`src/rtl/scl_div_pkg.sv`:
```
package scl_div_pkg;

    localparam int unsigned DIVA_W        = 2;
    localparam int unsigned DIVB_W        = 6;
    localparam int unsigned UNITS_PER_PER = 22;
    localparam int unsigned LOW_UNITS     = 11;
    localparam int unsigned MID_LOW_UNIT  = 5;
    localparam int unsigned MID_HIGH_UNIT = 16;
    localparam int unsigned PHASE_W       = $clog2(UNITS_PER_PER);

    typedef logic [PHASE_W-1:0] phase_t;

    typedef struct packed {
        logic [DIVA_W-1:0] a;
        logic [DIVB_W-1:0] b;
    } div_cfg_t;

    typedef struct packed {
        logic scl;
        logic fall;
        logic mid_low;
        logic mid_high;
    } scl_out_t;

    localparam scl_out_t OUT_IDLE = '{scl: 1'b1, fall: 1'b0, mid_low: 1'b0, mid_high: 1'b0};

    function automatic div_cfg_t pack_cfg(logic [DIVA_W-1:0] a, logic [DIVB_W-1:0] b);
        div_cfg_t c;
        c.a = a;
        c.b = b;
        return c;
    endfunction

    // Output decode of a position given as (running, unit index, first cycle of unit)
    function automatic scl_out_t decode_out(logic live, phase_t ph, logic unit_start);
        scl_out_t o;
        if (!live) begin
            o = OUT_IDLE;
        end else begin
            o.scl      = (ph >= phase_t'(LOW_UNITS));
            o.fall     = unit_start && (ph == phase_t'(0));
            o.mid_low  = unit_start && (ph == phase_t'(MID_LOW_UNIT));
            o.mid_high = unit_start && (ph == phase_t'(MID_HIGH_UNIT));
        end
        return o;
    endfunction

endpackage

```
`src/rtl/scl_div_shadow.sv`:
```
module scl_div_shadow
    import scl_div_pkg::*;
(
    input  logic     clk,
    input  logic     rst,
    input  logic     bus_en,
    input  div_cfg_t cfg_i,
    output div_cfg_t cfg_q
);

    always_ff @(posedge clk) begin
        if (rst) begin
            cfg_q <= '0;
        end else if (!bus_en) begin
            cfg_q <= cfg_i;
        end
    end

    // values frozen for the whole time the bus is active
    p_hold_active_r7: assert property (@(posedge clk) disable iff (rst)
        bus_en |=> $stable(cfg_q))
        else $error("shadow changed while bus active");

endmodule

```
`src/rtl/scl_div_stage.sv`:
```
module scl_div_stage #(
    parameter int unsigned W = 2
) (
    input  logic         clk,
    input  logic         rst,
    input  logic         clr,
    input  logic         adv,
    input  logic [W-1:0] limit,
    output logic [W-1:0] cnt_q,
    output logic [W-1:0] cnt_nxt,
    output logic         wrap
);

    assign wrap = adv && (cnt_q == limit);

    always_comb begin
        if (clr) begin
            cnt_nxt = '0;
        end else if (wrap) begin
            cnt_nxt = '0;
        end else if (adv) begin
            cnt_nxt = cnt_q + W'(1);
        end else begin
            cnt_nxt = cnt_q;
        end
    end

    always_ff @(posedge clk) begin
        if (rst) begin
            cnt_q <= '0;
        end else begin
            cnt_q <= cnt_nxt;
        end
    end

    // a prescaler never runs past its programmed limit
    p_cnt_in_range_r3: assert property (@(posedge clk) disable iff (rst)
        cnt_q <= limit)
        else $error("prescaler count beyond limit");

endmodule

```
`src/rtl/scl_div_phase.sv`:
```
module scl_div_phase
    import scl_div_pkg::*;
(
    input  logic     clk,
    input  logic     rst,
    input  logic     bus_en,
    input  logic     unit_wrap,
    input  logic     unit_start_nxt,
    output logic     run,
    output scl_out_t out_q
);

    localparam phase_t PH_LAST = phase_t'(UNITS_PER_PER - 1);

    logic   live_q;
    phase_t phase_q;
    phase_t phase_nxt;

    assign run = bus_en && live_q;

    always_comb begin
        if (!run) begin
            phase_nxt = '0;
        end else if (unit_wrap) begin
            phase_nxt = (phase_q == PH_LAST) ? '0 : phase_q + phase_t'(1);
        end else begin
            phase_nxt = phase_q;
        end
    end

    always_ff @(posedge clk) begin
        if (rst) begin
            live_q  <= 1'b0;
            phase_q <= '0;
            out_q   <= OUT_IDLE;
        end else begin
            live_q  <= bus_en;
            phase_q <= phase_nxt;
            out_q   <= decode_out(bus_en, phase_nxt, unit_start_nxt);
        end
    end

    // unit index stays within one period
    p_phase_range_r4: assert property (@(posedge clk) disable iff (rst)
        phase_q <= PH_LAST)
        else $error("phase index out of range");

    // idle level one edge after the enable is seen low
    p_idle_high_r2: assert property (@(posedge clk) disable iff (rst)
        !bus_en |=> (out_q.scl && !out_q.fall && !out_q.mid_low && !out_q.mid_high))
        else $error("not idle after disable");

    // the fall strobe marks a true high-to-low transition
    p_fall_edge_r5: assert property (@(posedge clk) disable iff (rst)
        $rose(out_q.fall) |-> (!out_q.scl && $fell(out_q.scl)))
        else $error("fall strobe without falling edge");

    // strobes are mutually exclusive
    p_one_strobe_r10: assert property (@(posedge clk) disable iff (rst)
        $onehot0({out_q.fall, out_q.mid_low, out_q.mid_high}))
        else $error("more than one strobe");

    // data-change point lies in the low phase, sample point in the high phase
    p_mid_phase_r6: assert property (@(posedge clk) disable iff (rst)
        (out_q.mid_low |-> !out_q.scl) and (out_q.mid_high |-> out_q.scl))
        else $error("mid strobe in wrong phase");

endmodule

```
`src/rtl/scl_rate_gen.sv`:
```
module scl_rate_gen
    import scl_div_pkg::*;
#(
    parameter int unsigned A_W = DIVA_W,
    parameter int unsigned B_W = DIVB_W
) (
    input  logic           clk,
    input  logic           rst,
    input  logic           bus_en,
    input  logic [A_W-1:0] div_a,
    input  logic [B_W-1:0] div_b,
    output logic           scl_o,
    output logic           tick_fall,
    output logic           tick_mid_low,
    output logic           tick_mid_high
);

    div_cfg_t       cfg_sh;
    logic           run;
    logic [A_W-1:0] a_cnt, a_nxt;
    logic [B_W-1:0] b_cnt, b_nxt;
    logic           a_wrap, b_wrap;
    logic           unit_start_nxt;
    scl_out_t       outs;

    scl_div_shadow u_shadow (
        .clk    (clk),
        .rst    (rst),
        .bus_en (bus_en),
        .cfg_i  (pack_cfg(DIVA_W'(div_a), DIVB_W'(div_b))),
        .cfg_q  (cfg_sh)
    );

    scl_div_stage #(.W(A_W)) u_stage_a (
        .clk     (clk),
        .rst     (rst),
        .clr     (!run),
        .adv     (run),
        .limit   (A_W'(cfg_sh.a)),
        .cnt_q   (a_cnt),
        .cnt_nxt (a_nxt),
        .wrap    (a_wrap)
    );

    scl_div_stage #(.W(B_W)) u_stage_b (
        .clk     (clk),
        .rst     (rst),
        .clr     (!run),
        .adv     (a_wrap),
        .limit   (B_W'(cfg_sh.b)),
        .cnt_q   (b_cnt),
        .cnt_nxt (b_nxt),
        .wrap    (b_wrap)
    );

    assign unit_start_nxt = (a_nxt == '0) && (b_nxt == '0);

    scl_div_phase u_phase (
        .clk            (clk),
        .rst            (rst),
        .bus_en         (bus_en),
        .unit_wrap      (a_wrap && b_wrap),
        .unit_start_nxt (unit_start_nxt),
        .run            (run),
        .out_q          (outs)
    );

    assign scl_o         = outs.scl;
    assign tick_fall     = outs.fall;
    assign tick_mid_low  = outs.mid_low;
    assign tick_mid_high = outs.mid_high;

    // the second prescaler only moves on a wrap of the first
    p_cascade_r3: assert property (@(posedge clk) disable iff (rst)
        (run && !a_wrap) |=> $stable(b_cnt))
        else $error("second stage moved without first-stage wrap");

endmodule

```
`config.mk`:
```
export PLATFORM = sky130hd
export DESIGN_NAME = scl_rate_gen
export DESIGN_NICKNAME = d
export VERILOG_FILES = /design/src/rtl/scl_div_pkg.sv /design/src/rtl/scl_div_shadow.sv /design/src/rtl/scl_div_stage.sv /design/src/rtl/scl_div_phase.sv /design/src/rtl/scl_rate_gen.sv
export SDC_FILE = /design/constraint.sdc
export NUM_CORES = 1
export LEC_CHECK = 0
export BUFFER_PORTS_ARGS = -buffer_cell sky130_fd_sc_hd__buf_2
export CAP_MARGIN = 20
export CELL_PAD_IN_SITES_DETAIL_PLACEMENT = 1
export CELL_PAD_IN_SITES_GLOBAL_PLACEMENT = 1
export CORE_ASPECT_RATIO = 0.6
export CORE_UTILIZATION = 46
export DETAILED_ROUTE_END_ITERATION = 8
export PLACE_DENSITY = 0.87
export SYNTH_ARGS = -nofsm -noshare
export SYNTH_HDL_FRONTEND = slang
export SYNTH_HIERARCHICAL = 1
export SYNTH_SLANG_ARGS = --single-unit
```
`constraint.sdc`:
```
create_clock -name clk -period 4.3 [get_ports clk]
set_input_delay 0.645 -clock clk [delete_from_list [all_inputs] [get_ports clk]]
set_output_delay 0.645 -clock clk [all_outputs]
set_load 0.02 [all_outputs]
```
Word-level counts from Yosys, hierarchy flattened
Index checks and enable logic that the tools add are counted.
Widths: inputs -> output; s select.
{ "word_totals": {"ff_bits": 26, "in_bits": 11, "out_inout_bits": 4, "wordCells": 40} }
{ "op_classes": {"add_sub_neg": 3, "order_cmp": 1, "n_eq_ne": 5, "muxes": 8, "bitwise_logic": 1, "reduce_logical": 12} }
{ "op_table": {"columns": ["operator", "n"], "rows": [
  ["$mux 6", 3],
  ["$mux 5", 3],
  ["$eq 5x5->1 const B", 2],
  ["$logic_and 1x1->1", 8],
  ["$add 6x1->6 const B", 1],
  ["$eq 6x6->1", 1],
  ["$logic_not 6->1", 1],
  ["$add 5x1->5 const B", 1],
  ["$eq 5x3->1 const B", 1],
  ["$ge 5x4->1 const B", 1],
  ["$logic_not 5->1", 1],
  ["$mux 2", 2],
  ["$add 2x1->2 const B", 1],
  ["$eq 2x2->1", 1],
  ["$logic_not 2->1", 1],
  ["$reduce_or 2->1", 1],
  ["$not 1->1", 1]
]} }

Logic depth before layout (Yosys ltp)
{ "logic_depth": {"depth_word": 8, "ltp_mapped": 12, "depth_no_buf": 12} }

By module
The synthesis kept the hierarchy.
{ "by_module_without_submodules": {"columns": ["module", "instances", "cells_each", "area_each_um2", "seq_area_each_um2"], "rows": [
  ["scl_div_phase", 1, 60, 529.3, 200.2],
  ["scl_div_stage at u_stage_b", 1, 42, 349.1, 120.1],
  ["scl_div_shadow", 1, 26, 285.3, 160.2],
  ["scl_div_stage at u_stage_a", 1, 19, 163.9, 40.0],
  ["scl_rate_gen", 1, 5, 28.8, 0.0]
]} }

Worst setup path before layout
OpenSTA, ideal clock, no wires.
{ "synth_path": {"path_type": "input -> register", "from": "input port bus_en", "to": "register u_phase/out_q[1] (netlist name)", "setup_ns": 0.088, "t_arrival_ns": 2.653, "required_time_ns": 4.212, "slack_ns": 1.559, "cell_stages": 12, "path_buffers": 0, "cell_sequence": "nand2_1 -> inv_1 -> nand2_1 -> nor2_1 -> and3_1 -> nand4_1 -> xor2_1 -> nor2_1 -> or4_1 -> nor2_1 -> nand2_1 -> nor4_2"} }
{ "synth_between": {"elab_chain_len": 8, "elab_cells_between_ends": 18, "cone_classes": "eq/ne (1); mux (7); bitwise (1); reduce/logical (9)"} }
{ "synth_lines": {"columns": ["item", "line_no", "text"], "rows": [
  ["start, declared", "scl_rate_gen.sv:9", "input logic bus_en,"],
  ["$logic_and 1x1->1 (*)", "scl_div_phase.sv:19", "assign run = bus_en && live_q;"],
  ["net run", "scl_rate_gen.sv:19", "logic run;"],
  ["$logic_and 1x1->1 (*)", "scl_div_stage.sv:14", "assign wrap = adv && (cnt_q == limit);"],
  ["net a_wrap", "scl_rate_gen.sv:22", "logic a_wrap, b_wrap;"],
  ["$mux 6 / $logic_and 1x1->1 (equally long branches)", "scl_div_stage.sv:21, scl_div_stage.sv:14", null],
  ["$mux 6 (*)", "scl_div_stage.sv:19", "end else if (wrap) begin"],
  ["$mux 6 (*)", "scl_div_stage.sv:17", "if (clr) begin"],
  ["net b_nxt[5]", "scl_rate_gen.sv:21", "logic [B_W-1:0] b_cnt, b_nxt;"],
  ["$logic_not 6->1 (*)", "scl_rate_gen.sv:56", "assign unit_start_nxt = (a_nxt == '0) && (b_nxt == '0);"],
  ["$logic_and 1x1->1 (*)", "scl_rate_gen.sv:56", null],
  ["net unit_start_nxt", "scl_rate_gen.sv:23", "logic unit_start_nxt;"],
  ["$logic_and 1x1->1 (*)", "scl_div_pkg.sv:42", "o.mid_low = unit_start && (ph == phase_t'(MID_LOW_UNIT));"],
  ["end signal, assigned", "scl_div_phase.sv:39", "out_q <= decode_out(bus_en, phase_nxt, unit_start_nxt);"],
  ["end, declared", "scl_div_phase.sv:10", "output scl_out_t out_q"]
]} }
The timed path passes the listed nets; every way through them passes the cells marked *.
A chain may end at the register's enable or synchronous reset.

Final worst setup path
{ "layout_path": {"from": "input port bus_en", "to": "register u_phase/out_q[2] (netlist name)"} }
{ "layout_between": {"elab_chain_len": 8, "elab_cells_between_ends": 18, "cone_classes": "mux (7); bitwise (1); reduce/logical (10)"} }
{ "layout_lines": {"columns": ["item", "line_no", "text"], "rows": [
  ["$logic_and 1x1->1 (*)", "scl_div_phase.sv:19", null],
  ["net run", "scl_rate_gen.sv:19", null],
  ["$logic_and 1x1->1 (*)", "scl_div_stage.sv:14", null],
  ["net a_wrap", "scl_rate_gen.sv:22", null],
  ["$mux 6 / $logic_and 1x1->1 (equally long branches)", "scl_div_stage.sv:21, scl_div_stage.sv:14", null],
  ["$mux 6 (*)", "scl_div_stage.sv:19", null],
  ["$mux 6 (*)", "scl_div_stage.sv:17", null],
  ["net b_nxt[5]", "scl_rate_gen.sv:21", null],
  ["$logic_not 6->1 (*)", "scl_rate_gen.sv:56", null],
  ["$logic_and 1x1->1 (*)", "scl_rate_gen.sv:56", null],
  ["net unit_start_nxt", "scl_rate_gen.sv:23", null],
  ["$logic_and 1x1->1 (*)", "scl_div_pkg.sv:41", "o.fall = unit_start && (ph == phase_t'(0));"]
]} }
Marks and branches as above.

==> impl_metrics.csv <==
group,metric,value,unit
synthesis,synthArstFlopShare,0,%
timing,final-hold-violation-count,0,
setup_path,worstPathMaxFanout,10,
run_status,status,"completed",
setup_path,reg2reg_from,"u_phase/live_q",
clocking,cts_buffers,3,
cells_and_area,final-seq-area,520,um^2
timing,finalWorstSetupSlack,1.02,ns
timing,rsz0062_at_grt,"false",
route,num_vias,1135,
synthesis,ys.flop_type,"dfxtp_1",
cells_and_area,num_antenna_cells,0,
synthesis,yosysWarnings,6,
cells_and_area,finalNonFillerCells,204,
synthesis,syn_area,1360,um^2
place,hpwlAfterDp,2560,um
power_and_ir_drop,leakage,0.587,nW
clocking,clk_pin_slew,0.08,ns
timing,fin_skew,0.00539,ns
global_routing,grt_pass1_vias,1170,
synthesis,yosysTopAreaCell,"dfxtp_1",
setup_path,crit_slowest_cell,"or4_1",
clocking,clockRootBuffer,"clkbuf_8",
cells_and_area,nets,180,
setup_path,max_stage_delay,0.59,ns
setup_path,crit_type,"in2reg",
route,viasPerCell,5.56,
synthesis,synth_top_area_share,38.4,%
synthesis,yosysSeqAreaShare,38.4,%
route,drt_iter0_drc,39,
worst_hold_path,worstHoldEndpoint,"u_shadow/cfg_q[3]",
worst_hold_path,min_path_cells,2,
setup_path,critPathArrivalTime,3.45,ns
setup_path,start_kind,"input pin",
place,dpl_worst_slack,0.799,ns
die,num_rows,14,
route,wl_per_cell,16.6,um
timing,setup_tns,0,ns
die,die_area,3180,um^2
place,gp_congestion,0.798,
power_and_ir_drop,powerDensity,282,nW/um^2
timing,fmax,305,MHz
route,dr.pass1.iters,4,
timing,drv_slew,0,
place,io_buffers,14,
die,io_pins,15,
setup_path,r2r_cells,12,
clocking,ctsLongestPathBuffers,2,
timing,slew_headroom,70.0,%
setup_path,cp_num_buf_inv,3,
route,ant_nets,0,
timing,finalCritPeriodShare,76.3,%
die,die_w,72.1,um
clocking,hold_buffers,0,
clocking,cts_tree,"built",
synthesis,synth_seq_cells,26,
global_routing,antenna_found_initial,0,
setup_path,cp-end-kind,"register",
setup_path,crit_chain,"buf_2 > nand2_1 > inv_1 > nand2_1 > nor2_1 > buf_4 > nand4_1 > o21bai_2 > nor2_1 > or4_1 > nor2_1 > nand2_1 > nor3b_1",
synthesis,yosysUniqueCellTypes,43,
place,dpl.cell_count,201,
power_and_ir_drop,ir_drop,142,uV
clocking,postCtsSetupBuffers,0,
synthesis,yosys-top-cells-count,"nor2_1 (28), dfxtp_1 (26), xnor2_1 (11)",
worst_hold_path,hp-class,"reg2reg",
global_routing,grt_max_degree,18,
clocking,clock-sinks,26,
worst_hold_path,min_from,"u_shadow/cfg_q[3]",
setup_path,regToRegEndpoint,"u_phase/out_q[2]",
synthesis,synth_nets,166,
clocking,insertion_delay,0.26,ns
timing,tightest_slew,0.450,ns
timing,finalSetupViolations,0,
setup_path,cp.required,4.47,ns
clocking,h-tree-depth,1,
global_routing,track_usage,24.8,%
synthesis,synth_enable_flop_cells,0,
synthesis,syn_inst,152,
die,die_h,44.1,um
route,drc,0,
cells_and_area,synthToLayoutAreaGrowth,9.78,%
cells_and_area,multiInputGateArea,785,um^2
die,start_util,51.3,%
setup_path,r2r_slack,1.40,ns
cells_and_area,layout-drive-gt1-share,15.2,%
synthesis,yosysMostFrequentCell,"nor2_1",
route,routed_wl,3380,um
global_routing,grt_first_pass_wirelength,5780,um
die,coreArea,2650,um^2
cells_and_area,fillCellCount,327,
global_routing,grt_overflow,0,
setup_path,crit_family,"simple AND/OR/NAND/NOR gates",
synthesis,avgSynthCellArea,8.92,um^2
clocking,ctsResizeCount,0,
run,drv_cap,0,
timing,fin_crit,3.28,ns
synthesis,yosys-top-cells-area,"dfxtp_1 (38%), nor2_1 (7.7%), mux2i_1 (7.4%)",
metal layers:
metal	vias to the layer above	GRT usage [%]	routed length [um]	share of wire (%)
met4	0	9.02	70	2.1
met5	-	0	0	0
met3	8	7.74	182	5.4
li1	556	-	-	-
met1	541	33.5	1690	50
met2	30	37.8	1430	42
worst register-to-register path, stage by stage (launching register included):
cell      delay, ns
dfxtp_1        0.34
nand2_1        0.10
inv_1          0.25
nand2_1        0.08
nor2_1         0.11
buf_4          0.17
nand4_1        0.18
o21bai_2       0.35
nor2_1         0.10
or4_1          0.59
nor2_1         0.17
nand2_1        0.11
nor3b_1        0.25
final cells by class:
cell class	count	area share, %
inverter	4	1.01
clock buffer	3	2.77
timing repair buffer	15	5.21
sequential	26	35.0
tap	40	3.36
multi-input combinational	116	52.7
cells in the final DEF, fill, tap and decap left out, types with 2 or more instances in the layout:
cell / n
clkbuf_8: 3
inv_1: 4
nor2b_1: 3
nand4_1: 5
and3_1: 2
a31oi_1: 2
a21oi_1: 3
nor3_1: 5
nor4_2: 2
nand2_1: 7
xor2_1: 5
o211ai_1: 2
or4_1: 2
mux2i_1: 10
ha_1: 3
o21ai_0: 2
buf_2: 14
or3_1: 2
nand3_1: 2
nor3b_1: 3
dfxtp_1: 26
nor2_1: 28
xnor2_1: 11
flip-flops by register name (all words and copies together), names as in the netlist:
register and count:
u_phase/live_q 1, u_phase/out_q 4, u_phase/phase_q 5, u_shadow/cfg_q 8, u_stage_a/cnt_q 2, u_stage_b/cnt_q 6
power by group:
group,internal (W),switching [W]
Clock,0.0000626,0.0000693
Combinational,0.0000148,0.0000214
Sequential,0.000247,0.00000457
Total,0.000324,0.0000953
cells by family (layout without fill, tap and decap cells):
| family | after synthesis | after routing | share of synthesized area (%) |
|---|---|---|---|
| and+or+nand+nor | 69 | 69 | 27.7 |
| buffers and inverters | 10 | 22 | 3.78 |
| muxes | 10 | 10 | 7.38 |
| AOI/OAI and AO/OA | 18 | 18 | 9.69 |
| xor gates and xnor gates | 16 | 16 | 10.3 |
| adders and majority gates | 3 | 3 | 2.77 |
| DFF | 26 | 26 | 38.4 |
worst max-delay path by stage:
stage / start / end / slack (ns) / cells after the start
after floorplan: bus_en / u_phase/out_q[1] / 1.56 / 12
after detailed placement: bus_en / u_phase/out_q[2] / 0.80 / 13
after CTS: bus_en / u_phase/out_q[2] / 1.05 / 13
final: bus_en / u_phase/out_q[2] / 1.02 / 13
after global placement: bus_en / u_phase/out_q[2] / 1.11 / 13
after global routing: bus_en / u_phase/out_q[2] / 0.75 / 13
metrics by stage:
step / total power [W] / hold slack [ns] / instance area [um^2] / util [%]
3_3_place_gp: 0.000290 / 0.500 / 1450 / 54.7
3_5_place_dp: 0.000293 / 0.520 / 1450 / 54.7
4_1_cts: 0.000423 / 0.538 / 1490 / 56.3
6_report: 0.000419 / 0.531 / 1490 / 56.3
2_1_floorplan: 0.000280 / 0.452 / 1360 / -
5_1_grt: 0.000440 / 0.580 / 1490 / 56.3
Note: power is estimated with default switching activity, not from simulation.
